==> config.mk <==
export PLATFORM = sky130hd
export DESIGN_NAME = exc_vector_gen
export DESIGN_NICKNAME = d
export VERILOG_FILES = /design/src/rtl/exc_vec_pkg.sv /design/src/rtl/exc_fault_track.sv /design/src/rtl/exc_prio_sel.sv /design/src/rtl/exc_vec_addr.sv /design/src/rtl/exc_vector_gen.sv
export SDC_FILE = /design/constraint.sdc
export NUM_CORES = 1
export LEC_CHECK = 0
export BUFFER_PORTS_ARGS = -buffer_cell sky130_fd_sc_hd__buf_4
export CORE_MARGIN = 2
export CORE_UTILIZATION = 30
export DETAILED_ROUTE_END_ITERATION = 10
export PLACE_DENSITY = 0.73
export RECOVER_POWER = 25
export SLEW_MARGIN = 10
export SYNTH_ARGS = -nofsm -noshare
export SYNTH_HDL_FRONTEND = slang
export SYNTH_SLANG_ARGS = --single-unit
==> constraint.sdc <==
create_clock -name clk -period 1.7 [get_ports clk]
set_input_delay 0.255 -clock clk [delete_from_list [all_inputs] [get_ports clk]]
set_output_delay 0.255 -clock clk [all_outputs]
set_load 0.02 [all_outputs]
==> src/rtl/exc_vec_pkg.sv <==
package exc_vec_pkg;
  localparam int CODE_W = 3;

  typedef enum logic [CODE_W-1:0] {
    EXC_RESET = 3'd0,
    EXC_UNDEF = 3'd1,
    EXC_SWI   = 3'd2,
    EXC_PABT  = 3'd3,
    EXC_DABT  = 3'd4,
    EXC_IRQ   = 3'd6
  } exc_code_e;

  typedef struct packed {
    logic rst;
    logic dabt;
    logic irq;
    logic pabt;
    logic undef;
    logic swi;
  } exc_req_t;
endpackage

==> src/rtl/exc_fault_track.sv <==
// Carries a fetch-permission fault alongside its instruction until decode.
module exc_fault_track #(
  parameter int DEPTH = 2
) (
  input  logic clk,
  input  logic rst_n,
  input  logic adv_i,
  input  logic flush_i,
  input  logic fault_i,
  output logic dec_fault_o
);
  logic [DEPTH-1:0] stg_q;

  generate
    if (DEPTH == 1) begin : g_single
      always_ff @(posedge clk or negedge rst_n) begin
        if (!rst_n)       stg_q <= '0;
        else if (flush_i) stg_q <= '0;
        else if (adv_i)   stg_q <= fault_i;
      end
    end else begin : g_shift
      always_ff @(posedge clk or negedge rst_n) begin
        if (!rst_n)       stg_q <= '0;
        else if (flush_i) stg_q <= '0;
        else if (adv_i)   stg_q <= {stg_q[DEPTH-2:0], fault_i};
      end
    end
  endgenerate

  assign dec_fault_o = stg_q[DEPTH-1];
endmodule

==> src/rtl/exc_prio_sel.sv <==
// Fixed-priority choice among pending causes.
module exc_prio_sel
  import exc_vec_pkg::*;
(
  input  exc_req_t          req_i,
  output logic              any_o,
  output logic [CODE_W-1:0] code_o
);
  exc_code_e sel;

  always_comb begin
    sel = EXC_RESET;
    if      (req_i.rst)   sel = EXC_RESET;
    else if (req_i.dabt)  sel = EXC_DABT;
    else if (req_i.irq)   sel = EXC_IRQ;
    else if (req_i.pabt)  sel = EXC_PABT;
    else if (req_i.undef) sel = EXC_UNDEF;
    else if (req_i.swi)   sel = EXC_SWI;
  end

  assign any_o  = |req_i;
  assign code_o = sel;
endmodule

==> src/rtl/exc_vec_addr.sv <==
// Table base selection plus word offset from the cause code.
module exc_vec_addr
  import exc_vec_pkg::*;
#(
  parameter int                ADDR_W  = 32,
  parameter logic [ADDR_W-1:0] LO_BASE = '0,
  parameter logic [ADDR_W-1:0] HI_BASE = 32'hFFFF_0000
) (
  input  logic              hivec_i,
  input  logic [CODE_W-1:0] code_i,
  output logic [ADDR_W-1:0] addr_o
);
  localparam int OFF_W = CODE_W + 2;
  logic [OFF_W-1:0] offset;

  assign offset = {code_i, 2'b00};
  assign addr_o = (hivec_i ? HI_BASE : LO_BASE) + ADDR_W'(offset);
endmodule

==> src/rtl/exc_vector_gen.sv <==
module exc_vector_gen
  import exc_vec_pkg::*;
#(
  parameter int                ADDR_W      = 32,
  parameter int                FETCH_DEPTH = 2,
  parameter logic [ADDR_W-1:0] LO_BASE     = '0,
  parameter logic [ADDR_W-1:0] HI_BASE     = 32'hFFFF_0000
) (
  input  logic              clk,
  input  logic              rst_n,
  input  logic              hivec_i,
  input  logic              fetch_vld_i,
  input  logic              fetch_fault_i,
  input  logic              pipe_adv_i,
  input  logic              flush_i,
  input  logic              undef_i,
  input  logic              swi_i,
  input  logic              dabt_i,
  input  logic              irq_i,
  input  logic              mask_we_i,
  input  logic              mask_d_i,
  output logic              redirect_o,
  output logic [ADDR_W-1:0] vec_addr_o,
  output logic [2:0]        exc_code_o,
  output logic              irq_mask_o
);
  logic              rst_pend_q;
  logic              mask_q;
  logic              dec_fault;
  logic              any_req;
  logic              take;
  logic [CODE_W-1:0] sel_code;
  logic [ADDR_W-1:0] sel_addr;
  exc_req_t          req;

  // Fault tracker: a flush from the core or from a taken cause empties it.
  exc_fault_track #(.DEPTH(FETCH_DEPTH)) u_track (
    .clk        (clk),
    .rst_n      (rst_n),
    .adv_i      (pipe_adv_i),
    .flush_i    (flush_i | take),
    .fault_i    (fetch_vld_i & fetch_fault_i),
    .dec_fault_o(dec_fault)
  );

  always_comb begin
    req.rst   = rst_pend_q;
    req.dabt  = dabt_i;
    req.irq   = irq_i & ~mask_q;
    req.pabt  = dec_fault;
    req.undef = undef_i;
    req.swi   = swi_i;
  end

  exc_prio_sel u_prio (
    .req_i (req),
    .any_o (any_req),
    .code_o(sel_code)
  );

  exc_vec_addr #(.ADDR_W(ADDR_W), .LO_BASE(LO_BASE), .HI_BASE(HI_BASE)) u_addr (
    .hivec_i(hivec_i),
    .code_i (sel_code),
    .addr_o (sel_addr)
  );

  // The strobe cycle is a flush cycle for the core, so nothing is taken in it.
  assign take = any_req & ~redirect_o;

  always_ff @(posedge clk or negedge rst_n) begin
    if (!rst_n) begin
      rst_pend_q <= 1'b1;
      mask_q     <= 1'b1;
      redirect_o <= 1'b0;
      vec_addr_o <= '0;
      exc_code_o <= '0;
    end else begin
      redirect_o <= take;
      if (take) begin
        rst_pend_q <= 1'b0;
        mask_q     <= 1'b1;
        vec_addr_o <= sel_addr;
        exc_code_o <= sel_code;
      end else if (mask_we_i) begin
        mask_q <= mask_d_i;
      end
    end
  end

  assign irq_mask_o = mask_q;
endmodule

==> flow_summary.yaml <==
status:
  status: "finished, final reports clean"
cells_and_area:
  diodes: 0
  multi_input_area_um2: 231.5
  syn_to_final_growth_pct: 22.75
  fillers: 210
  layout-drive-gt1-share_pct: 51.14
  final_nets: 102
  regArea_um2: 227.7
clock_tree:
  cts_resized: 0
  h-tree-depth: 1
  clock_path_buffers: 2
  cts_made_buffers: 3
  cts-root-buf: "clkbuf_4"
  cts_hold_buf: 1
  clk_latency_ns: 0.27
  cts_tree: "done"
  clock-sinks: 9
  cts_setup_buffers: 0
  clk_pin_slew_ns: 0.06
placed_design:
  portBuffers: 36
  preCtsSetupSlack_ns: 0.3387
  place.gp.congestion: 0.7293
global_route:
  first_global_vias: 408
  antenna_found_initial: 0
  grt_max_degree: 18
  grt_pass1_wl_um: 1807
  track_usage_pct: 10.01
  grt.overflow.total: 0
synthesis:
  yosys_warnings: 0
  synth.cell_area_um2: 654.4
  synthArstFlopShare_pct: 100.0
  synth_most_common_cell: "buf_4"
  ys_seq_area_share_pct: 34.80
  netlist_instances: 66
  synth_edf_count: 0
  ys_dominant_reg_cell: "dfrtp_1"
  post-synth-top-area-cell: "buf_4"
  ys_ff_latch: 9
  synth.distinct_cells: 22
  yosysTopAreaCellShare_pct: 35.56
  postSynthAreaPerCell_um2: 9.915
  synthTopCellsByArea: "buf_4 (36%), dfrtp_1 (27%), dfstp_2 (8.0%)"
  synth_common_cells: "buf_4 (31), dfrtp_1 (7), nor2b_1 (3)"
pwr:
  intPower_mw: 0.6018
  pwr-share-clk_pct: 16.1
  finalPower_mw: 1.069
  power.density_nw_per_um2: 1331
  combPwrFrac_pct: 54.8
  leakagePower_nw: 0.4089
  p_switching_mw: 0.4676
  swShare_pct: 43.72
  ir_worst_vdd_uv: 503.3
  seqPwrFrac_pct: 29.2
route:
  firstDrtPassIters: 3
  totalWireLength_um: 1215
  routedWlPerCell_um: 10.57
  vias: 463
  post-route-drc-count: 0
  drt_iter0_drc: 1
  drtAntennaViolNets: 0
  viasPerCell: 4.026
floorplanning:
  die_area_um2: 2571
  coreArea_um2: 2002
  io_pins: 50
  die_w_um: 50.71
  initial_core_util_pct: 32.69
  dieHeight_um: 50.71
  fp-row-count: 16
timing:
  slew_viol_final: 0
  fmax_mhz: 711.6
  period_minus_slack_ns: 1.405
  skew_ns: 0.0004320
  setup_viol: 0
  hold_viol: 0
  post-route-period-util_pct: 82.66
  fin_tns_setup_ns: 0
  fin_ws_ns: 0.2948
  rsz0062_at_grt: "false"
setup_path:
  worstPathArrival_ns: 1.56
  criticalPathCategory: "register to register"
  required_ns: 1.86
  start_kind: "register"
  critPathCaptureType: "register"
  cp_max_fo: 7
run:
  cap_violations: 0
min_path:
  hold_class: "input port to register"
[power by group through the flow]
stage | clock (mW) | sequential [mW] | combinational (mW)
floorplan | 0 | 0.354 | 0.456
global placement | 0 | 0.313 | 0.587
detailed placement | 0 | 0.318 | 0.589
CTS | 0.178 | 0.315 | 0.592
global route | 0.192 | 0.323 | 0.612
finish | 0.172 | 0.312 | 0.586
[stage by stage]
stage / hold slack [ns] / util [%] / std cells / instance area, um2
2_1_floorplan: -0.04059 / - / 78 / 699.4
3_3_place_gp: 0.08152 / 38.50 / 110 / 770.7
3_5_place_dp: 0.08165 / 38.50 / 110 / 770.7
4_1_cts: 0.1449 / 40.31 / 115 / 807.0
5_1_grt: 0.1407 / 40.13 / 115 / 803.3
6_report: 0.1496 / 40.13 / 115 / 803.3
[logic make-up (layout without fill, tap and decap cells)]
group | count (synthesis) | in the layout | synth area share (%)
mux | 3 | 3 | 6.119
other cells | 1 | 13 | 0.5731
simple gates | 12 | 12 | 11.28
compound gates | 8 | 8 | 10.52
flops | 9 | 9 | 34.80
buf+inv | 33 | 43 | 36.71
[cell type report]
class / count / share of cell area [%]
multi-input cells: 36 / 28.82
clock buffers: 4 / 3.271
well taps: 27 / 4.206
inverters: 2 / 0.9346
flip-flops and latches: 9 / 28.35
repair buffers: 37 / 34.42
[worst max-delay path, cell delays in order (launching register included)]
cell     delay [ns]
dfstp_1        0.59
nor3_2         0.08
a31oi_4        0.30
mux2_4         0.32
[sequential cells by signal, summed over array words and instances, names as in the netlist]
signal / flops
redirect_o: 1
exc_code_o: 2
irq_mask_o: 1
rst_pend_q: 1
u_track.stg_q: 2
vec_addr_o: 2
[layer usage]
layer	up-vias	wire length, um	track usage (%)
met5	-	0	0
met4	0	14	4.054
met3	2	172	5.952
met2	37	585	17.11
met1	207	443	9.779
li1	217	-	-
[final timing paths]
check	from	endpoint	slack [ns]	depth (start not counted)
setup / recovery	rst_pend_q	vec_addr_o[30]	0.29	3
hold / removal	flush_i	u_track.stg_q[0]	0.15	2
setup reg to reg	rst_pend_q	vec_addr_o[30]	0.29	3
hold reg to reg	exc_code_o[1]	exc_code_o[1]	0.53	1
max in group asynchronous	rst_n	irq_mask_o	0.91	2
min in group asynchronous	rst_n	vec_addr_o[4]	0.45	2
[layout by cell type (no fill, tap or decap), drive strengths merged, types with 2 or more instances in the layout]
cell	count
clkbuf	5
mux2	2
nor3	3
nor2b	3
nor2	3
buf	35
dfrtp	7
a31oi	2
dfstp	2
inv	2
o21ai	2
conb	13
Note: power is estimated with default switching activity, not from simulation.
